### config.mk
export PLATFORM = sky130hd
export DESIGN_NAME = burst_col_gen
export DESIGN_NICKNAME = d
export VERILOG_FILES = /design/src/rtl/burst_col_pkg.sv /design/src/rtl/burst_cfg_decode.sv /design/src/rtl/burst_seq_ctrl.sv /design/src/rtl/burst_addr_map.sv /design/src/rtl/burst_col_gen.sv
export SDC_FILE = /design/constraint.sdc
export NUM_CORES = 1
export LEC_CHECK = 0
export BUFFER_PORTS_ARGS = -buffer_cell sky130_fd_sc_hd__buf_2
export CAP_MARGIN = 30
export CORE_MARGIN = 2
export CORE_UTILIZATION = 27
export DETAILED_ROUTE_END_ITERATION = 10
export PLACE_DENSITY = 0.46
export SYNTH_ARGS = -nofsm -noshare
export SYNTH_HDL_FRONTEND = slang
export SYNTH_SLANG_ARGS = --single-unit
### constraint.sdc
create_clock -name clk -period 2 [get_ports clk]
set_input_delay 0.2 -clock clk [delete_from_list [all_inputs] [get_ports clk]]
set_output_delay 0.2 -clock clk [all_outputs]
set_load 0.02 [all_outputs]
### src/rtl/burst_col_pkg.sv
package burst_col_pkg;
  localparam int unsigned ARITH_W = 16;
  localparam logic [2:0] BLC_PAGE = 3'd7;

  function automatic logic code_reserved(input logic [2:0] code);
    return (code == 3'd4) || (code == 3'd5) || (code == 3'd6);
  endfunction

  // Column of a beat: bits outside mask come from base, bits inside walk.
  function automatic logic [ARITH_W-1:0] beat_addr(
    input logic [ARITH_W-1:0] base,
    input logic [ARITH_W-1:0] idx,
    input logic [ARITH_W-1:0] mask,
    input logic               ilv);
    logic [ARITH_W-1:0] walk;
    walk = ilv ? (base ^ idx) : (base + idx);
    return (base & ~mask) | (walk & mask);
  endfunction
endpackage

### src/rtl/burst_cfg_decode.sv
module burst_cfg_decode
  import burst_col_pkg::*;
#(
  parameter int unsigned COL_W = 9
) (
  input  logic [2:0]       blen_code,
  input  logic             interleave,
  input  logic             single_write,
  input  logic             is_write,
  output logic [COL_W-1:0] blk_mask,
  output logic             page_mode,
  output logic             ilv_eff,
  output logic             bad_cfg
);
  logic reserved;
  logic page_code;

  assign reserved  = code_reserved(blen_code);
  assign page_code = (blen_code == BLC_PAGE);

  always_comb begin
    bad_cfg   = reserved || (page_code && interleave);
    page_mode = 1'b0;
    ilv_eff   = interleave;
    blk_mask  = '0;
    if (single_write && is_write) begin
      blk_mask = '0;
    end else if (page_code) begin
      page_mode = 1'b1;
      blk_mask  = '1;
      ilv_eff   = 1'b0;
    end else if (!reserved) begin
      blk_mask = COL_W'((32'd1 << blen_code) - 32'd1);
    end
  end
endmodule

### src/rtl/burst_seq_ctrl.sv
module burst_seq_ctrl #(
  parameter int unsigned COL_W = 9
) (
  input  logic             clk,
  input  logic             rst_n,
  input  logic             start,
  input  logic             advance,
  input  logic             terminate,
  input  logic [COL_W-1:0] start_col,
  input  logic [COL_W-1:0] d_mask,
  input  logic             d_page,
  input  logic             d_ilv,
  input  logic             d_err,
  output logic             active,
  output logic [COL_W-1:0] beat_cnt,
  output logic [COL_W-1:0] base_col,
  output logic [COL_W-1:0] blk_mask,
  output logic             page_mode,
  output logic             ilv_mode,
  output logic             err_q,
  output logic             final_beat
);
  assign final_beat = active && !page_mode && (beat_cnt == blk_mask);

  always_ff @(posedge clk) begin
    if (!rst_n) begin
      active    <= 1'b0;
      beat_cnt  <= '0;
      base_col  <= '0;
      blk_mask  <= '0;
      page_mode <= 1'b0;
      ilv_mode  <= 1'b0;
      err_q     <= 1'b0;
    end else if (start) begin
      active    <= 1'b1;
      beat_cnt  <= '0;
      base_col  <= start_col;
      blk_mask  <= d_mask;
      page_mode <= d_page;
      ilv_mode  <= d_ilv;
      err_q     <= d_err;
    end else if (active) begin
      if (terminate) begin
        active <= 1'b0;
      end else if (advance) begin
        if (final_beat) active <= 1'b0;
        else            beat_cnt <= beat_cnt + COL_W'(1);
      end
    end
  end
endmodule

### src/rtl/burst_addr_map.sv
module burst_addr_map
  import burst_col_pkg::*;
#(
  parameter int unsigned COL_W = 9
) (
  input  logic [COL_W-1:0] base_col,
  input  logic [COL_W-1:0] beat_cnt,
  input  logic [COL_W-1:0] blk_mask,
  input  logic             ilv_mode,
  output logic [COL_W-1:0] col
);
  logic [ARITH_W-1:0] wide;
  assign wide = beat_addr(ARITH_W'(base_col), ARITH_W'(beat_cnt),
                          ARITH_W'(blk_mask), ilv_mode);
  assign col  = wide[COL_W-1:0];
endmodule

### src/rtl/burst_col_gen.sv
module burst_col_gen #(
  parameter int unsigned COL_W = 9
) (
  input  logic             clk,
  input  logic             rst_n,
  input  logic             start,
  input  logic [COL_W-1:0] start_col,
  input  logic [2:0]       blen_code,
  input  logic             interleave,
  input  logic             single_write,
  input  logic             is_write,
  input  logic             advance,
  input  logic             terminate,
  output logic [COL_W-1:0] col,
  output logic             valid,
  output logic             last,
  output logic             cfg_err
);
  logic [COL_W-1:0] d_mask;
  logic             d_page, d_ilv, d_err;
  logic             active, page_mode, ilv_mode, err_q, final_beat;
  logic [COL_W-1:0] beat_cnt, base_col, blk_mask;

  burst_cfg_decode #(.COL_W(COL_W)) u_dec (
    .blen_code(blen_code), .interleave(interleave),
    .single_write(single_write), .is_write(is_write),
    .blk_mask(d_mask), .page_mode(d_page), .ilv_eff(d_ilv), .bad_cfg(d_err));

  burst_seq_ctrl #(.COL_W(COL_W)) u_ctl (
    .clk(clk), .rst_n(rst_n), .start(start), .advance(advance),
    .terminate(terminate), .start_col(start_col),
    .d_mask(d_mask), .d_page(d_page), .d_ilv(d_ilv), .d_err(d_err),
    .active(active), .beat_cnt(beat_cnt), .base_col(base_col),
    .blk_mask(blk_mask), .page_mode(page_mode), .ilv_mode(ilv_mode),
    .err_q(err_q), .final_beat(final_beat));

  burst_addr_map #(.COL_W(COL_W)) u_map (
    .base_col(base_col), .beat_cnt(beat_cnt), .blk_mask(blk_mask),
    .ilv_mode(ilv_mode), .col(col));

  assign valid   = active;
  assign last    = final_beat;
  assign cfg_err = err_q;
endmodule

**After elaboration in Yosys (flattened, before gate mapping)**

Cells that the tools add are included.

- Bitwise logic cells: 8
- Equality and inequality tests: 5
- Reduce and logical (&&, ||, !) cells: 10
- Mux-type cells: 13
- $add $sub $neg: 3
- Shifts and indexed selects: 1

Operators by type and width:

| cell | number |
|---|---|
| 2-to-1 mux 9 bit | 4 |
| AND 9 bit | 2 |
| equality test 3 bit, second input constant | 4 |
| adder 9 x 1 -> 9 bit, second input constant | 1 |
| adder 9 bit | 1 |
| equality test 9 bit | 1 |
| 2-to-1 mux 1 bit | 9 |
| NOT 9 bit | 1 |
| OR 9 bit | 1 |
| << shifter 1 x 3 -> 9 bit, first input constant | 1 |
| subtractor 9 x 1 -> 9 bit, second input constant | 1 |
| XOR 9 bit | 1 |
| logical AND 1 bit | 4 |
| AND reduction 4 bit | 1 |
| logical OR 1 bit | 3 |
| NOT 1 bit | 3 |
| OR reduction 2 bit | 1 |
| zero test 1 bit | 1 |

- Register bits: 31
- Word-level logic and storage cells: 47
- Input bits: 20
- Output and inout port bits: 12

**Logic depth before layout (Yosys ltp)**

Gate-level depths: netlist of run 1.

- Depth in word-level cells: 8
- Gate-level depth with buffers: 7
- Depth with buffers taken out: 7

**Modules after synthesis**

A second synthesis of run 1 with hierarchy kept.

- Cell total of the unflattened synthesis: 225
- Area total of the unflattened synthesis: 2085.8 µm²

By module, submodules not included:

| module | cells each | sequential area each (µm²) | times used | area an instance (µm²) |
|---|---|---|---|---|
| burst_seq_ctrl | 138 | 620.6 | 1 | 1412.6 |
| burst_addr_map | 67 | 0.0 | 1 | 519.2 |
| burst_cfg_decode | 20 | 0.0 | 1 | 153.9 |

**Worst setup path after synthesis of run 1**

Ideal clock, no wire load.

- Path kind: reg-to-output
- Start: register u_ctl.beat_cnt[0]
- End: output port col[8]
- Buffers on the path: 0
- Cell stages (with the launch flop): 8
- Data required time: 1800 ps
- Setup slack: -352 ps
- Arrival time: 2152 ps
- Cells stage by stage: dfxtp_1 ha_1 fa_1 a211oi_1 o32ai_1 a31oi_1 mux2i_1 xor2_1

- Word-level cells in the longest chain between the ends: 4

RTL lines:

| element | RTL line | RTL |
|---|---|---|
| from (decl) | burst_seq_ctrl.sv:15 | `output logic [COL_W-1:0] beat_cnt,` |
| from (signal assigned) | burst_seq_ctrl.sv:47 | `else beat_cnt <= beat_cnt + COL_W'(1);` |
| adder 9 bit | burst_col_pkg.sv:16 | `walk = ilv ? (base ^ idx) : (base + idx);` |
| 2-to-1 mux 9 bit | burst_col_pkg.sv:16 |  |
| AND 9 bit | burst_col_pkg.sv:17 | `return (base & ~mask) \| (walk & mask);` |
| OR 9 bit | burst_col_pkg.sv:17 |  |
| to (decl) | burst_col_gen.sv:14 | `output logic [COL_W-1:0] col,` |

No other way between the ends.

**Worst setup path after layout of run 1**

Same ends and word-level chain as after synthesis.

==> results of run 1 <==
==> registers in the layout (all words and copies together) (netlist names) <==
signal	cells
u_ctl.base_col	9
u_ctl.beat_cnt	9
u_ctl.blk_mask	9
u_ctl.active	1
u_ctl.err_q	1
u_ctl.ilv_mode	1
u_ctl.page_mode	1
==> cells in the final DEF (no fill, tap or decap), types with 4 or more instances in the layout <==
cell type | netlist | routed
a21oi_1 | 14 | 12
buf_2 | 0 | 25
ha_4 | 0 | 4
nor2b_1 | 12 | 12
nor2_1 | 11 | 10
dfxtp_1 | 31 | 23
buf_4 | 0 | 34
ha_1 | 9 | 5
and3_1 | 4 | 4
a21o_1 | 7 | 7
clkbuf_8 | 0 | 6
xnor2_1 | 11 | 11
nand3_1 | 4 | 4
dfxtp_2 | 0 | 6
o21ai_0 | 9 | 8
nand2_1 | 17 | 17
mux2i_1 | 13 | 13
==> through the flow <==
| step | hold WS (ns) | area (um2) | std cells | setup slack (ns) | power, mW |
|---|---|---|---|---|---|
| 2_1_floorplan | 0.307 | 1870 | 200 | -0.164 | 0.807 |
| 3_3_place_gp | 0.437 | 2300 | 329 | -0.303 | 0.901 |
| 3_5_place_dp | 0.442 | 2300 | 329 | -0.312 | 0.902 |
| 4_1_cts | 0.160 | 2500 | 337 | -0.582 | 1.57 |
| 5_1_grt | 0.163 | 2560 | 338 | -0.657 | 1.62 |
| 6_report | 0.156 | 2560 | 338 | -0.517 | 1.55 |
==> power breakdown <==
| part | switching [mW] | total [mW] | internal, mW | leakage, nW |
|---|---|---|---|---|
| registers | 0.0210 | 0.658 | 0.637 | 0.257 |
| logic | 0.123 | 0.241 | 0.118 | 0.822 |
| clock network | 0.249 | 0.653 | 0.403 | 0.0612 |
==> final timing paths <==
kind / end / slack [ns] / cells past startpoint
hold reg to reg: u_ctl.page_mode / 0.45 / 1
setup / recovery: col[8] / -0.52 / 9
setup reg to reg: u_ctl.beat_cnt[8] / 0.16 / 7
hold / removal: u_ctl.active / 0.16 / 2
==> metal layers <==
layer	vias to the layer above	GRT usage
met3	5	0.0333
met4	0	0.0469
met5	-	0
li1	850	-
met2	32	0.204
met1	737	0.190
==> worst max-delay path, cell delays in order, from the launching register on <==
cell	delay [ns]
dfxtp_2	0.33
ha_4	0.16
fa_2	0.37
a211oi_4	0.25
o32ai_2	0.12
a31oi_2	0.18
mux2i_1	0.23
buf_4	0.14
xor2_2	0.10
buf_4	0.15
==> logic make-up (layout without fill, tap and decap cells) <==
| group | count (synthesis) | in the layout |
|---|---|---|
| mux | 15 | 15 |
| fa+ha+maj | 10 | 10 |
| simple gates | 71 | 71 |
| flops | 31 | 31 |
| buf+inv | 8 | 69 |
| xor+xnor | 13 | 13 |
| compound gates | 52 | 52 |
==> layout make-up <==
class | instances | area, um2 | area share
clock buffer | 6 | 82.6 | 0.0323
clock inverter | 2 | 35.0 | 0.0137
inverter | 1 | 3.75 | 0.00147
multi-input combinational | 161 | 1320 | 0.514
sequential | 31 | 636 | 0.248
tap | 77 | 96.3 | 0.0376
timing repair buffer | 60 | 392 | 0.153
==> synth_stat cells, types with 2 or more instances <==
cell type,number
and3_1,4
nor2_1,11
or4_1,2
a31oi_1,4
or3_1,3
nand2b_1,3
nand2_1,17
mux2_2,2
nand4_1,3
o21bai_1,2
clkbuf_1,5
a21boi_0,2
a21o_1,7
o21a_1,2
nor2b_1,12
a21oi_1,14
xor2_1,2
a211oi_1,2
o31ai_1,2
xnor2_1,11
ha_1,9
a32o_1,2
nor4_1,2
o21ai_0,9
nand3_1,4
dfxtp_1,31
mux2i_1,13
or3_2,3
==> timing repair <==
item / 4_1_cts / 5_1_grt
endpoints found under the setup margin: 6 / 6
gates resized for setup: 20 / 11
hold endpoints to repair: 0 / 0
pin swaps: 7 / 10
buffers inserted: 0 / 1
==> run summary, run 1 <==
status - finished, violations left
violated checks - setup timing
Synth Area in Compound Gates - 0.187
largest net degree at the start of global routing - 14
DRC viols - 0
PortBufs - 31
post-synthesis simple-gate area fraction - 0.233
CP Class - flip-flop to output pin
dominant cells by area after synthesis - dfxtp_1, mux2i_1, ha_1
Yosys cell types - 45
Period minus WS final - 2.52 ns
clk_lat worst skew - 0.29 ns
Fin. Hold Viols - 0
Core Rows - 29
Fin Clk Skew - 0.0117 ns
Setup TNS - -1.59 ns
max_cap viols - 0
setup ws final - -0.517 ns
register area share after synthesis - 0.340
Synth area leader - dfxtp_1
ys async rst share - 0
Starting Density - 0.284
Synth Area in XOR/XNOR - 0.0625
Power Density - 606 nW/um2
final core area utilization - 0.399
Overall Global Routing Usage - 0.136
first-pass GRT wire length - 7650 um
Wirelength per Cell - 14.2 um
Netlist Area Pre-Place - 1820 um2
RSZ-0062 raised after global routing - true
Routed WL - 4810 um
share of layout cells above drive strength 1 - 0.406
Req. time, crit path - 1.80 ns
largest family of logic cells by synthesized area - simple AND/OR/NAND/NOR gates
crit share post-route - 1.26
Synth top area share - 0.340
launch point of the critical path - u_ctl.beat_cnt[0]
Slew @ Worst Pin - 0.450 ns
nets - 290
Max rail drop VDD - 422 uV
metal2 WL - 2120 um
DR vias - 1624
Die Y - 86.2 um
Post-Syn Instances - 200
Reg clk slew, reported paths - 0.06 ns
number of synthesized flops with an enable pin - 0
Slew Limit Fails - 0
TritonCTS Buffers - 5
drt pass-1 iters - 4
core area - 6420 um2
Hold-fix buffers, CTS - 0
num ports - 32
Vias/cell - 4.80
grt total ovfl - 0
synth-to-layout area growth - 40.4%
starting DRC count in detailed routing - 89
Post-Synth Adder-Cell Area - 0.0728
vias in the first global route - 1455
Filler Cell Count - 660
hold_sp - advance
routed length on met3 - 214 um
relative slew slack - 0.698
CP endpoint kind - output pin
R2R Path Start - u_ctl.beat_cnt[5]
Max Buffers Root-to-Sink - 2
leak pwr - 1.14 nW
fmax - 397 MHz
max layer used - met4
type of the worst min-delay path - input pin to flip-flop
mux share of post-synthesis cell area - 0.0837
initial antenna violation count - 0
wl on met1 - 2420 um
htree depth - 2
CTS Root Cell - clkbuf_8
Antenna Cells - 0
Synthesized Nets - 230
top_reg_cell synth - dfxtp_1
Sink Count - 31
dpl hpwl - 3790 um
Critical Path Start Type - flip-flop
Ys Warns - 0
Die Area - 7430 um2
Post-DRT Antenna Nets - 0
#FFs+latches synth - 31
Final Wtd Congestion - 0.787
crit path max fanout - 2
die width - 86.2 um
Final setup viols - 5
CTS tree - done
mean post-synth cell area - 9.11 um2
Worst EP arrival - 2.32 ns
Power figures use the tool's default switching activity.
==> inputs of run 2 (changes only) <==
--- a/config.mk
+++ b/config.mk
@@ -10,7 +10,7 @@
 export CORE_MARGIN = 2
 export CORE_UTILIZATION = 27
 export DETAILED_ROUTE_END_ITERATION = 10
-export PLACE_DENSITY = 0.46
+export PLACE_DENSITY = 0.44
 export SYNTH_ARGS = -nofsm -noshare
 export SYNTH_HDL_FRONTEND = slang
 export SYNTH_SLANG_ARGS = --single-unit
==> constraint.sdc (replaced) <==
create_clock -name clk -period 3.2 [get_ports clk]
set_input_delay 0.32 -clock clk [delete_from_list [all_inputs] [get_ports clk]]
set_output_delay 0.32 -clock clk [all_outputs]
set_load 0.02 [all_outputs]
==> run 2 against run 1 <==
The run now ends clean. Worst hold slack better by 0.13 ns. Via count decreased by 5.2%. Final cell count decreased by 8.9%. Total power fell by 47%. Combinational power decreased by 50%. Worst setup slack improved by 0.78 ns. First-iteration DRC count decreased by 61%. Sequential power down 37%. Sequential cell count is the same.
==> run summary, run 2 (synthesis gave the netlist of run 1 again) <==
status - finished clean
core area - 6420 um2 (unchanged)
Sink Count - 31 (unchanged)
Antenna Cells - 0 (unchanged)
Flop pwr share - 0.505 (+0.081)
nets - 262 (-9.7%)
DP Area - 2050 um2 (-11%)
DRC viols - 0 (unchanged)
htree depth - 2 (unchanged)
r2r worst-path depth - 5 (-2)
placed cell count - 302 (-8.2%)
CP endpoint kind - output pin
CTS tree - done
hold_sp - advance
Starting Density - 0.284 (unchanged)
CTS Root Cell - clkbuf_8
Design Power - 818 uW (-47%)
grt total ovfl - 0 (unchanged)
crit share post-route - 0.919
Max rail drop VDD - 169 uV (-60%)
Hold Slack - 0.281 ns (+0.125 ns)
Post-CTS Setup Inserts - 0 (unchanged)
Wirelength per Cell - 14.5 um (+2.0%)
share of layout cells above drive strength 1 - 0.212 (-0.194)
clk_lat worst skew - 0.28 ns (about the same)
Routed WL - 4470 um (-7.0%)
Overall Global Routing Usage - 0.131 (-0.00483)
TritonCTS Buffers - 5 (unchanged)
RSZ-0062 raised after global routing - false
PortBufs - 31 (unchanged)
DR vias - 1540 (-5.2%)
Fin. Hold Viols - 0 (unchanged)
fmax - 340 MHz
die width - 86.2 um (unchanged)
P_int - 596 uW (-49%)
Period minus WS final - 2.94 ns
post-route cell area - 2130 um2 (-17%)
Setup TNS - 0 ns (+1.59 ns)
vias in the first global route - 1486 (+2.1%)
R2R Path Start - u_ctl.beat_cnt[6]
num ports - 32 (unchanged)
Final Wtd Congestion - 0.813 (+3.3%)
setup ws final - 0.260 ns (+0.778 ns)
type of the worst min-delay path - input pin to flip-flop
synth-to-layout area growth - 16.6%
Comb power frac - 0.147 (-0.009)
Worst EP arrival - 2.62 ns (+0.30 ns)
Post-DRT Antenna Nets - 0 (unchanged)
Placement Setup Slack - 0.503 ns (+0.815 ns)
Sw Share - 0.271 (+0.0173)
Vias/cell - 5.00 (+4.1%)
Layout Cells excl Fill - 308 (-8.9%)
starting DRC count in detailed routing - 35 (-61%)
Slew @ Worst Pin - 0.695 ns (+0.245 ns)
CP Class - flip-flop to output pin
dpl hpwl - 3420 um (-9.8%)
leak pwr - 0.954 nW (-16%)
launch point of the critical path - u_ctl.beat_cnt[0]
Slew Limit Fails - 0 (unchanged)
crit path to - col[8]
Critical Path Start Type - flip-flop
max_cap viols - 0 (unchanged)
first-pass GRT wire length - 7330 um (-4.2%)
largest net degree at the start of global routing - 17 (+3)
Req. time, crit path - 2.88 ns (+1.08 ns)
Largest regs - u_ctl.base_col x9, u_ctl.beat_cnt x9, u_ctl.blk_mask x9
Die Y - 86.2 um (unchanged)
reg2reg end - u_ctl.beat_cnt[0]
crit path max fanout - 7 (+5)
Die Area - 7430 um2 (unchanged)
clock network power share - 0.347 (-0.073)
relative slew slack - 0.533 (-0.165)
Fin Clk Skew - 0.00437 ns (-0.00736 ns)
r2r setup slk - 1.26 ns (+1.10 ns)
most frequent cells in the layout - buf_2, dfxtp_1, nand2_1
Final setup viols - 0 (-5)
drt pass-1 iters - 4 (unchanged)
Core Rows - 29 (unchanged)
Max Buffers Root-to-Sink - 2 (unchanged)
Power Density - 385 nW/um2 (-37%)
Reg clk slew, reported paths - 0.06 ns (about the same)
final core area utilization - 0.331 (-0.0676)
Net Switching - 222 uW (-44%)
initial antenna violation count - 0 (unchanged)
run 2: cell types whose count changed in the layout (fill, tap and decap cells not counted), sizes merged:
cell    change
clkinv      -1
bufinv      -1
buf        -28
run 2: power groups by stage:
stage	registers (mW)	clock network [mW]	logic, mW
floorplan	0.419	0	0.0837
global placement	0.422	0	0.122
detailed placement	0.422	0	0.121
CTS	0.413	0.299	0.122
global route	0.416	0.316	0.133
finish	0.413	0.284	0.120
run 2: worst max-delay path: stages (launching register included):
cell,delay [ns]
dfxtp_1,0.37
ha_1,0.24
fa_1,0.42
a211oi_2,0.24
o32ai_1,0.16
a31oi_1,0.32
mux2i_1,0.26
xor2_1,0.15
buf_2,0.18
run 2: repair_timing:
item | 4_1_cts | 5_1_grt
endpoints found under the setup margin | 0 | 1
resized for setup | 0 | 1
hold buffers | 0 | 0
run 2: area by class of cell:
type	instances	area [um2]
Inverter	1	3.75
Sequential cell	31	621
Tap cell	77	96.3
Timing Repair Buffer	32	163
Multi-Input combinational cell	161	1170
Clock buffer	6	72.6
Fill cell	682	4300
run 2: worst min path at each step:
| stage | to | slack (ns) | cells past startpoint |
|---|---|---|---|
| after global routing | u_ctl.active | 0.27 | 2 |
| after detailed placement | u_ctl.page_mode | 0.44 | 1 |
| after CTS | u_ctl.active | 0.27 | 2 |
| after floorplan | u_ctl.active | 0.43 | 1 |
| final | u_ctl.active | 0.28 | 2 |
| after global placement | u_ctl.page_mode | 0.44 | 1 |
run 2: routing by layer:
layer  up-vias  GRT usage  routed length (um)
met5         -          0                   0
met4         0     0.0384                  51
met3         4     0.0419                 164
met2        24      0.210                2050
met1       710      0.169                2200
li1        802          -                   -
==> inputs of run 3 (changes only) <==
--- a/config.mk
+++ b/config.mk
@@ -7,10 +7,12 @@
 export LEC_CHECK = 0
 export BUFFER_PORTS_ARGS = -buffer_cell sky130_fd_sc_hd__buf_2
 export CAP_MARGIN = 30
+export CELL_PAD_IN_SITES_DETAIL_PLACEMENT = 0
+export CELL_PAD_IN_SITES_GLOBAL_PLACEMENT = 2
 export CORE_MARGIN = 2
 export CORE_UTILIZATION = 27
 export DETAILED_ROUTE_END_ITERATION = 10
-export PLACE_DENSITY = 0.44
+export PLACE_DENSITY = 0.65
 export SYNTH_ARGS = -nofsm -noshare
 export SYNTH_HDL_FRONTEND = slang
 export SYNTH_SLANG_ARGS = --single-unit
==> run 3 against run 2 <==
Final cell count is 0.65% higher. Maximum frequency shrank 0.56%. First-iteration DRC count grew 69%. Core utilization grew 0.058 points. Largest cell class unchanged. Routed wire length up 0.34%. Via count down 1.1%. Final area increased by 0.18%. Sequential cell count unchanged. Clock power rose by 6%. Count of clock-buffer cells in the layout up 1. Critical path type unchanged. Worst hold slack got worse by 0.012 ns. Highest routed layer unchanged.
==> run summary, run 3 (synthesis gave the netlist of run 1 again) <==
Core Rows - 29 (unchanged)
synth-to-layout area growth - 16.8%
Starting Density - 0.284 (unchanged)
Largest regs - u_ctl.base_col x9, u_ctl.beat_cnt x9, u_ctl.blk_mask x9
core area - 6420 um2 (unchanged)
crit share post-route - 0.924 (+0.00520)
most frequent cells in the layout - buf_2, dfxtp_1, nand2_1
Post-DRT Antenna Nets - 0 (unchanged)
largest net degree at the start of global routing - 17 (unchanged)
Layout Cells excl Fill - 310 (+0.65%)
Fin Clk Skew - 0.00169 ns (-0.00268 ns)
Critical Path Start Type - flip-flop
drt pass-1 iters - 4 (unchanged)
grt total ovfl - 0 (unchanged)
Wirelength per Cell - 14.5 um (-0.31%)
htree depth - 2 (unchanged)
Slew @ Worst Pin - 0.678 ns (-0.0169 ns)
CTS Root Cell - clkbuf_8
clk_lat worst skew - 0.28 ns (about the same)
Critical-path top delay cell - fa_1
Period minus WS final - 2.96 ns (+0.0167 ns)
nets - 262 (unchanged)
Filler Cell Count - 683 (+0.15%)
dpl hpwl - 3450 um (+0.92%)
Critical Path, Cell by Cell - ha_1 > fa_1 > a211oi_1 > o32ai_1 > a31oi_1 > mux2i_1 > xor2_1 > buf_2
Post-CTS Setup Inserts - 0 (unchanged)
max_cap viols - 0 (unchanged)
CTS tree - done
Hold Slack - 0.269 ns (-0.0122 ns)
Final Wtd Congestion - 0.815 (+0.34%)
relative slew slack - 0.545 (+0.0114)
Die Area - 7430 um2 (unchanged)
vias in the first global route - 1437 (-3.3%)
Power Density - 391 nW/um2 (+1.8%)
CP Class - flip-flop to output pin
Sink Count - 31 (unchanged)
Max rail drop VDD - 197 uV (+16%)
starting DRC count in detailed routing - 59 (+69%)
first-pass GRT wire length - 7380 um (+0.57%)
final core area utilization - 0.332 (+0.000584)
Overall Global Routing Usage - 0.131 (+0.000476)
CTS resizes - 0 (unchanged)
fmax - 338 MHz (-0.56%)
Setup TNS - 0 ns (unchanged)
TritonCTS Buffers - 5 (unchanged)
Fin. Hold Viols - 0 (unchanged)
Hold-fix buffers, CTS - 0 (unchanged)
Max Buffers Root-to-Sink - 2 (unchanged)
Worst EP arrival - 2.64 ns (+0.02 ns)
Die Y - 86.2 um (unchanged)
crit path max fanout - 7 (unchanged)
DRC viols - 0 (unchanged)
Critical Path Max Stage Delay - 0.40 ns (-0.02 ns)
Routed WL - 4490 um (+0.34%)
PortBufs - 31 (unchanged)
Req. time, crit path - 2.88 ns (about the same)
placed cell count - 302 (unchanged)
status - finished clean
Final setup viols - 0 (unchanged)
num ports - 32 (unchanged)
DR vias - 1523 (-1.1%)
Antenna Cells - 0 (unchanged)
RSZ-0062 raised after global routing - false
Vias/cell - 4.91 (-1.7%)
leak pwr - 0.958 nW (+0.45%)
type of the worst min-delay path - input pin to flip-flop
CP endpoint kind - output pin
Reg clk slew, reported paths - 0.07 ns (about the same)
share of layout cells above drive strength 1 - 0.210 (-0.00182)
Slew Limit Fails - 0 (unchanged)
initial antenna violation count - 0 (unchanged)
die width - 86.2 um (unchanged)
==> run 3: cell count changes in the layout (fill, tap and decap cells not counted) <==
cell / before / now
clkinv_2: 0 / 1
clkbuf_1: 1 / 2
a211oi_1: 1 / 2
a211oi_2: 1 / 0
==> run 3: final cells by class <==
cell class | count | area, um2 | share of cell area
well taps | 77 | 96.3 | 0.0452
clock buffers | 7 | 76.3 | 0.0358
repair buffers | 32 | 163 | 0.0764
clock inverters | 1 | 5.00 | 0.00235
multi-input cells | 161 | 1160 | 0.547
flip-flops and latches | 31 | 621 | 0.291
inverters | 1 | 3.75 | 0.00176
==> run 3: through the flow <==
stage                     setup slack (ns)  cell area, um2  power [mW]
after floorplan                      0.728            1820       0.502
after global placement               0.620            2050       0.545
after detailed placement             0.538            2050       0.544
after CTS                            0.206            2130       0.854
after global routing                0.0509            2130       0.878
final                                0.244            2130       0.834
==> run 3: final timing paths <==
kind	from	endpoint	slack [ns]	cells past startpoint
max	u_ctl.beat_cnt[0]	col[8]	0.24	8
min	advance	u_ctl.active	0.27	2
max reg2reg	u_ctl.beat_cnt[2]	u_ctl.beat_cnt[1]	1.29	5
min reg2reg	u_ctl.page_mode	u_ctl.page_mode	0.46	1
==> run 3: layer usage <==
| metal | vias up | GRT usage | routed length, um |
|---|---|---|---|
| li1 | 798 | - | - |
| met1 | 686 | 0.174 | 2250 |
| met2 | 32 | 0.204 | 1990 |
| met3 | 7 | 0.0314 | 174 |
| met4 | 0 | 0.0554 | 74 |
| met5 | - | 0 | 0 |
==> run 3: worst max-delay path, delay by kind of cell, from the launching register on <==
family	cells	cell delay (ns)
buffers and inverters	1	0.18
flip-flops	1	0.37
AO/OA/AOI/OAI	3	0.76
adder cells (fa/ha/maj)	2	0.65
XOR/XNOR	1	0.15
multiplexers	1	0.24
==> run 3: power by group <==
part           total [mW]  leakage [nW]  switching (mW)  internal [mW]
registers           0.413         0.253          0.0146          0.399
logic               0.119         0.663          0.0674         0.0521
clock network       0.301        0.0422           0.148          0.152
total               0.834         0.958           0.230          0.603
